--- src/rtl/rnd_pkg.sv ---
package rnd_pkg;

  typedef enum logic [1:0] {
    RND_NEAR = 2'b00,
    RND_ZERO = 2'b01,
    RND_PINF = 2'b10,
    RND_MINF = 2'b11
  } rnd_mode_e;

endpackage

--- src/rtl/rnd_incr_decide.sv ---
module rnd_incr_decide
  import rnd_pkg::*;
(
  input  logic      sign_i,
  input  rnd_mode_e mode_i,
  input  logic      guard_i,
  input  logic      rbit_i,
  input  logic      sticky_i,
  input  logic      lsb_i,
  output logic      inexact_o,
  output logic      inc_o
);

  logic lost;

  always_comb begin
    lost = guard_i | rbit_i | sticky_i;
    inc_o = 1'b0;
    if (lost) begin
      unique case (mode_i)
        RND_ZERO: inc_o = 1'b0;
        RND_PINF: inc_o = ~sign_i;
        RND_MINF: inc_o = sign_i;
        default:  inc_o = guard_i & (rbit_i | sticky_i | lsb_i);
      endcase
    end
    inexact_o = lost;
  end

endmodule

--- src/rtl/rnd_mant_adder.sv ---
module rnd_mant_adder #(
  parameter int unsigned WIDTH = 30
) (
  input  logic [WIDTH-1:0] a_i,
  input  logic             inc_i,
  output logic [WIDTH-1:0] sum_o,
  output logic             cout_o
);

  logic [WIDTH:0] cy;

  assign cy[0] = inc_i;

  for (genvar b = 0; b < WIDTH; b++) begin : g_bit
    assign sum_o[b]  = a_i[b] ^ cy[b];
    assign cy[b+1]   = a_i[b] & cy[b];
  end

  assign cout_o = cy[WIDTH];

endmodule

--- src/rtl/rnd_ovf_select.sv ---
module rnd_ovf_select
  import rnd_pkg::*;
(
  input  logic      sign_i,
  input  rnd_mode_e mode_i,
  output logic      to_inf_o
);

  always_comb begin
    unique case (mode_i)
      RND_ZERO: to_inf_o = 1'b0;
      RND_PINF: to_inf_o = ~sign_i;
      RND_MINF: to_inf_o = sign_i;
      default:  to_inf_o = 1'b1;
    endcase
  end

endmodule

--- src/rtl/rnd_dir_unit.sv ---
module rnd_dir_unit
  import rnd_pkg::*;
#(
  parameter int unsigned MANT_W = 32
) (
  input  logic              sign_i,
  input  logic [MANT_W-1:0] mant_i,
  input  logic              sticky_i,
  input  logic [1:0]        mode_i,
  output logic [MANT_W-3:0] mant_o,
  output logic              carry_o,
  output logic              rounded_up_o,
  output logic              inexact_o,
  output logic              frac_inexact_o,
  output logic              frac_rounded_o,
  output logic              ovf_inf_o
);

  localparam int unsigned FRAC_W = MANT_W - 2;

  rnd_mode_e         mode;
  logic [FRAC_W-1:0] shifted;
  logic              inc;
  logic              lost;

  assign mode    = rnd_mode_e'(mode_i);
  assign shifted = mant_i[MANT_W-1:2];

  rnd_incr_decide u_decide (
    .sign_i   (sign_i),
    .mode_i   (mode),
    .guard_i  (mant_i[1]),
    .rbit_i   (mant_i[0]),
    .sticky_i (sticky_i),
    .lsb_i    (shifted[0]),
    .inexact_o(lost),
    .inc_o    (inc)
  );

  rnd_mant_adder #(.WIDTH(FRAC_W)) u_adder (
    .a_i   (shifted),
    .inc_i (inc),
    .sum_o (mant_o),
    .cout_o(carry_o)
  );

  rnd_ovf_select u_ovf (
    .sign_i  (sign_i),
    .mode_i  (mode),
    .to_inf_o(ovf_inf_o)
  );

  assign rounded_up_o   = inc;
  assign frac_rounded_o = inc;
  assign inexact_o      = lost;
  assign frac_inexact_o = lost;

  always_comb begin
    AST_EXACT_NO_INC: assert (!(mant_i[1:0] == 2'b00 && !sticky_i) || !rounded_up_o);
    AST_NEAR_NEEDS_GUARD: assert (!(mode_i == 2'b00 && !mant_i[1]) || !rounded_up_o);
    AST_ZERO_NEVER_INC: assert (mode_i != 2'b01 || !rounded_up_o);
    AST_PINF_NEG_NO_INC: assert (!(mode_i == 2'b10 && sign_i) || !rounded_up_o);
    AST_MINF_POS_NO_INC: assert (!(mode_i == 2'b11 && !sign_i) || !rounded_up_o);
    AST_CARRY_NEEDS_INC: assert (!carry_o || (rounded_up_o && mant_o == '0));
    AST_ZERO_NO_INF: assert (mode_i != 2'b01 || !ovf_inf_o);
    AST_NEAR_ALWAYS_INF: assert (mode_i != 2'b00 || ovf_inf_o);
  end

endmodule

--- config.mk ---
export PLATFORM = sky130hd
export DESIGN_NAME = rnd_dir_unit
export DESIGN_NICKNAME = d
export VERILOG_FILES = /design/src/rtl/rnd_pkg.sv /design/src/rtl/rnd_incr_decide.sv /design/src/rtl/rnd_mant_adder.sv /design/src/rtl/rnd_ovf_select.sv /design/src/rtl/rnd_dir_unit.sv
export SDC_FILE = /design/constraint.sdc
export NUM_CORES = 1
export LEC_CHECK = 0
export BUFFER_PORTS_ARGS = -buffer_cell sky130_fd_sc_hd__buf_2
export CORE_MARGIN = 4
export CORE_UTILIZATION = 27
export DETAILED_ROUTE_END_ITERATION = 10
export GPL_ROUTABILITY_DRIVEN = 0
export PLACE_DENSITY = 0.81
export SLEW_MARGIN = 20
export SYNTH_ARGS = -nofsm -noshare
export SYNTH_HDL_FRONTEND = slang
export SYNTH_SLANG_ARGS = --single-unit
--- constraint.sdc ---
create_clock -name vclk -period 6.6
set_input_delay 0.33 -clock vclk [all_inputs]
set_output_delay 0.33 -clock vclk [all_outputs]
set_load 0.01 [all_outputs]
==> results of run 1 <==
==> tightest hold or removal path, stage by stage <==
cell,delay (ns)
buf_2,0.10
xor2_2,0.06
buf_2,0.13
==> power by group <==
group	switching, mW	total, mW	internal, mW
combinational	0.0229	0.0473	0.0244
sequential	0	0	0
clock	0	0	0
==> cell families (layout without fill, tap and decap cells) <==
group | Yosys count | after routing | synth area share, %
fa+ha+maj | 30 | 30 | 83.6
compound gates | 1 | 1 | 1.11
xor+xnor | 1 | 1 | 3.62
simple gates | 5 | 5 | 8.36
buf+inv | 2 | 75 | 3.34
==> worst min-delay path by stage <==
stage / start / to / slack [ns] / depth (start not counted)
3_3_place_gp: sticky_i / inexact_o / 0.95 / 3
6_report: mode_i[0] / ovf_inf_o / 0.95 / 3
2_1_floorplan: mode_i[0] / ovf_inf_o / 0.73 / 1
5_1_grt: mode_i[0] / ovf_inf_o / 0.97 / 3
3_5_place_dp: mode_i[0] / ovf_inf_o / 0.96 / 3
4_1_cts: mode_i[0] / ovf_inf_o / 0.96 / 3
==> per-layer routing <==
metal / up-vias / share of wire, %
li1: 296 / -
met1: 247 / 31
met2: 51 / 58
met3: 0 / 12
met4: 0 / 0
met5: - / 0
==> stage by stage <==
step	setup slack (ns)	hold slack (ns)
finish	0.211	0.954
global route	0.00431	0.974
CTS	0.00624	0.957
detailed placement	-0.355	0.957
global placement	-0.160	0.955
floorplan	0.154	0.728
==> cells in the final DEF, fill, tap and decap left out, drive strengths merged <==
master	count
or2	1
a21oi	1
ha	30
xor2	1
nor3	1
buf	75
or3	1
nor3b	1
nand2	1
==> final cells by class <==
type | instances | area (µm²)
fill | 138 | 597
multi-input combinational | 37 | 542
tap | 16 | 20.0
timing repair buffer | 75 | 383
==> repair_timing <==
action                     4_1_cts  5_1_grt
resized for setup               24       10
pin swaps                        4        3
hold endpoints to repair         0        0
cloned                           0        0
setup endpoints to repair        4        3
setup buffers                    1        1
==> impl_metrics.env, run 1 <==
export IMPL_pin_count=72
export IMPL_netlist_top_cells_count="ha_1, buf_4"
export IMPL_dpl_cell_count=126
export IMPL_synth_top_area_cell="ha_1"
export IMPL_drt_vias_per_instance=4.64
export IMPL_cp_slowest_stage_delay_ns=0.26
export IMPL_rsz0062_at_grt="false"
export IMPL_synth_nets=105
export IMPL_met3_usage_pct=2.45
export IMPL_synth_area_leaders="ha_1, xor2_2, buf_4"
export IMPL_num_rows=14
export IMPL_arrival_ns=6.06
export IMPL_layout_drive_gt1_share_pct=98.2
export IMPL_utilization_pct=61.3
export IMPL_dp_hpwl_mm=1.53
export IMPL_irDropWorstVdd_uv=36.0
export IMPL_core_um2=1540
export IMPL_ys_warn_count=0
export IMPL_ctsHoldBuffers=0
export IMPL_syn_inst=39
export IMPL_antenna_cells=0
export IMPL_hold_viol=0
export IMPL_wire_per_inst_um=14.0
export IMPL_fmax_mhz=157
export IMPL_crit_type="input port to output port"
export IMPL_worstMarginPinSlew_ns=0.180
export IMPL_cp_start_kind="input port"
export IMPL_grt_ovfl_total=0
export IMPL_p_leak_nw=0.535
export IMPL_final_nets=180
export IMPL_tns_ns=0
export IMPL_port_buffers=72
export IMPL_critPathTopFamily="adder cells"
export IMPL_maxCapViolCount=0
export IMPL_vias=594
export IMPL_setup_viol=0
export IMPL_period_share_pct=96.8
export IMPL_power_density_nw_per_um2=50.0
export IMPL_placed_area_um2=822
export IMPL_seq_cells=0
export IMPL_end_kind="output port"
export IMPL_antenna_found_initial=0
export IMPL_grt_pass1_vias=614
export IMPL_drcViolationCount=0
export IMPL_netlist_area_um2=449
export IMPL_start_util_pct=29.1
export IMPL_crit_required_ns=6.27
export IMPL_clock_buffers=0
export IMPL_top_usage_layer="met2"
export IMPL_period_needed_ns=6.39
export IMPL_cp_depth=35
export IMPL_die_h_um=48.8
export IMPL_worstSetupEndpoint="mant_o[29]"
export IMPL_stdcell_count=128
export IMPL_avgSynthCellArea_um2=11.5
export IMPL_synth_distinct_cells=9
export IMPL_synth_most_common_cell="ha_1"
export IMPL_relSlewSlack_pct=87.9
export IMPL_drt_iter0_drc=0
export IMPL_ys_seq_area_share_pct=0
export IMPL_areaGrowthSynthToFinish_pct=110
export IMPL_use_met1_pct=14.1
export IMPL_status="complete, no violations"
export IMPL_power_uw=47.3
export IMPL_wirelength_mm=1.79
export IMPL_hp_class="input port to output port"
export IMPL_crit_start="sticky_i"
export IMPL_die_area_um2=2380
export IMPL_cpMostUsedCell="ha_2"
export IMPL_regArea_um2=0
export IMPL_grt_first_pass_wirelength_mm=2.80
export IMPL_die_x_um=48.8
export IMPL_grt_max_degree=4
export IMPL_slowest_stage="or2_4"
export IMPL_grtUsageTotal_pct=14.5
export IMPL_crit_buf_inv=2
export IMPL_grt_met2_usage_pct=31.7
export IMPL_netlist_area_leader_share_pct=83.6
export IMPL_finalInstanceArea_um2=945
export IMPL_path_max_fanout=2
export IMPL_first_pass_iters=1
export IMPL_slew_viol_final=0
export IMPL_detail_route_antenna_nets=0
Note: power is estimated with default switching activity, not from simulation.
==> run 2: changes to the inputs <==
--- a/config.mk
+++ b/config.mk
@@ -11,6 +11,7 @@
 export DETAILED_ROUTE_END_ITERATION = 10
 export GPL_ROUTABILITY_DRIVEN = 0
 export PLACE_DENSITY = 0.81
+export SETUP_SLACK_MARGIN = 0.5
 export SLEW_MARGIN = 20
 export SYNTH_ARGS = -nofsm -noshare
 export SYNTH_HDL_FRONTEND = slang
==> run 2 against run 1 <==
  * Global-route usage increased by 1.9 points
  * Non-clock buffer count is 2 lower
  * Sequential cell count unchanged
  * Maximum frequency rose by 4.5%
  * Clock-buffer cell count unchanged
  * Critical endpoint unchanged
  * Largest cell class unchanged
  * Largest power group unchanged
==> impl_metrics.env, run 2 (synthesis gave the netlist of run 1 again) <==
export IMPL_grt_pass1_vias=702
export IMPL_critPathTopFamily="adder cells"
export IMPL_clock_buffers=0
export IMPL_mostFrequentLayoutCell="buf_2"
export IMPL_period_share_pct=92.6
export IMPL_arrival_ns=5.78
export IMPL_fmax_mhz=164
export IMPL_dp_hpwl_mm=1.59
export IMPL_start_util_pct=29.1
export IMPL_grt_max_degree=4
export IMPL_hp_class="input port to output port"
export IMPL_grt_ovfl_total=0
export IMPL_first_pass_iters=2
export IMPL_mostFrequentLayoutCells="buf_2, ha_4, buf_6"
export IMPL_swShare_pct=50.2
export IMPL_detail_route_antenna_nets=0
export IMPL_areaGrowthSynthToFinish_pct=176
export IMPL_worstMarginPinSlew_ns=0.193
export IMPL_die_area_um2=2380
export IMPL_crit_buf_inv=2
export IMPL_irDropWorstVdd_uv=35.6
export IMPL_rsz0062_at_grt="true"
export IMPL_drt_vias_per_instance=4.86
export IMPL_pin_count=72
export IMPL_drt_iter0_drc=3
export IMPL_num_rows=14
export IMPL_wire_per_inst_um=16.1
export IMPL_cpMostUsedCell="ha_4"
export IMPL_whs_ns=0.950
export IMPL_final_nets=178
export IMPL_end_kind="output port"
export IMPL_regArea_um2=0
export IMPL_tns_ns=0
export IMPL_relSlewSlack_pct=87.1
export IMPL_multi_input_area_um2=825
export IMPL_cp_start_kind="input port"
export IMPL_p_leak_nw=0.559
export IMPL_path_max_fanout=2
export IMPL_wirelength_mm=2.03
export IMPL_core_um2=1540
export IMPL_pwr_share_comb_pct=100.0
export IMPL_grtUsageTotal_pct=16.4
export IMPL_slew_viol_final=0
export IMPL_drcViolationCount=0
export IMPL_switchingPower_uw=28.1
export IMPL_cp_slowest_stage_delay_ns=0.26
export IMPL_layout_drive_gt1_share_pct=100
export IMPL_die_x_um=48.8
export IMPL_setup_viol=0
export IMPL_maxCapViolCount=0
export IMPL_stdcell_count=126
export IMPL_p_clk_share_pct=0
export IMPL_crit_type="input port to output port"
export IMPL_grt_first_pass_wirelength_mm=3.17
export IMPL_share_seq_of_total_power_pct=0
export IMPL_period_needed_ns=6.11
export IMPL_slowest_stage="or2_4"
export IMPL_p_int_uw=27.9
export IMPL_status="complete, no violations"
export IMPL_vias=612
export IMPL_crit_required_ns=6.27
export IMPL_port_buffers=72
export IMPL_antenna_cells=0
export IMPL_hold_viol=0
export IMPL_dpl_cell_count=125
export IMPL_antenna_found_initial=0
export IMPL_power_density_nw_per_um2=45.1
export IMPL_fill_cells=95
export IMPL_die_h_um=48.8
export IMPL_seq_cells=0
run 2: layout make-up:
| cell class | instances | area share (%) |
|---|---|---|
| Tap cell | 16 | 1.61 |
| Timing Repair Buffer | 73 | 31.9 |
| Multi-Input combinational cell | 37 | 66.5 |
run 2: power by group through the flow:
stage / combinational (mW) / sequential (mW) / clock, mW
6_report: 0.0559 / 0 / 0
5_1_grt: 0.0622 / 0 / 0
4_1_cts: 0.0533 / 0 / 0
3_5_place_dp: 0.0474 / 0 / 0
3_3_place_gp: 0.0456 / 0 / 0
2_1_floorplan: 0.0256 / 0 / 0
run 2: path summary, 6_finish.rpt:
kind,depth (start not counted),endpoint,startpoint,slack [ns]
setup / recovery,35,mant_o[29],sticky_i,0.49
hold / removal,3,frac_inexact_o,sticky_i,0.95
run 2: worst min-delay path: cells and delay by family:
kind / cells / cell delay (ns)
buffers and inverters: 2 / 0.19
and+or+nand+nor: 1 / 0.10
run 2: what timing repair did:
| item | 4_1_cts | 5_1_grt |
|---|---|---|
| setup buffers | 0 | 1 |
| hold buffers | 0 | 0 |
| pin swaps | 34 | 2 |
| gates resized for setup | 18 | 4 |
| setup endpoints to repair | 4 | 3 |
run 2: stage by stage:
| stage | area (µm²) | worst slack (ns) | power [mW] | util [%] |
|---|---|---|---|---|
| floorplan | 728 | 0.510 | 0.0256 | - |
| global placement | 1090 | 0.231 | 0.0456 | 70.9 |
| detailed placement | 1090 | 0.137 | 0.0474 | 70.9 |
| CTS | 1210 | 0.477 | 0.0533 | 78.5 |
| global route | 1240 | 0.342 | 0.0622 | 80.4 |
| finish | 1240 | 0.487 | 0.0559 | 80.4 |
run 2: layer usage:
metal | GRT usage [%] | routed length (µm)
met1 | 14.9 | 581
met2 | 35.0 | 1160
met3 | 4.28 | 232
met4 | 2.69 | 62
met5 | 0 | 0
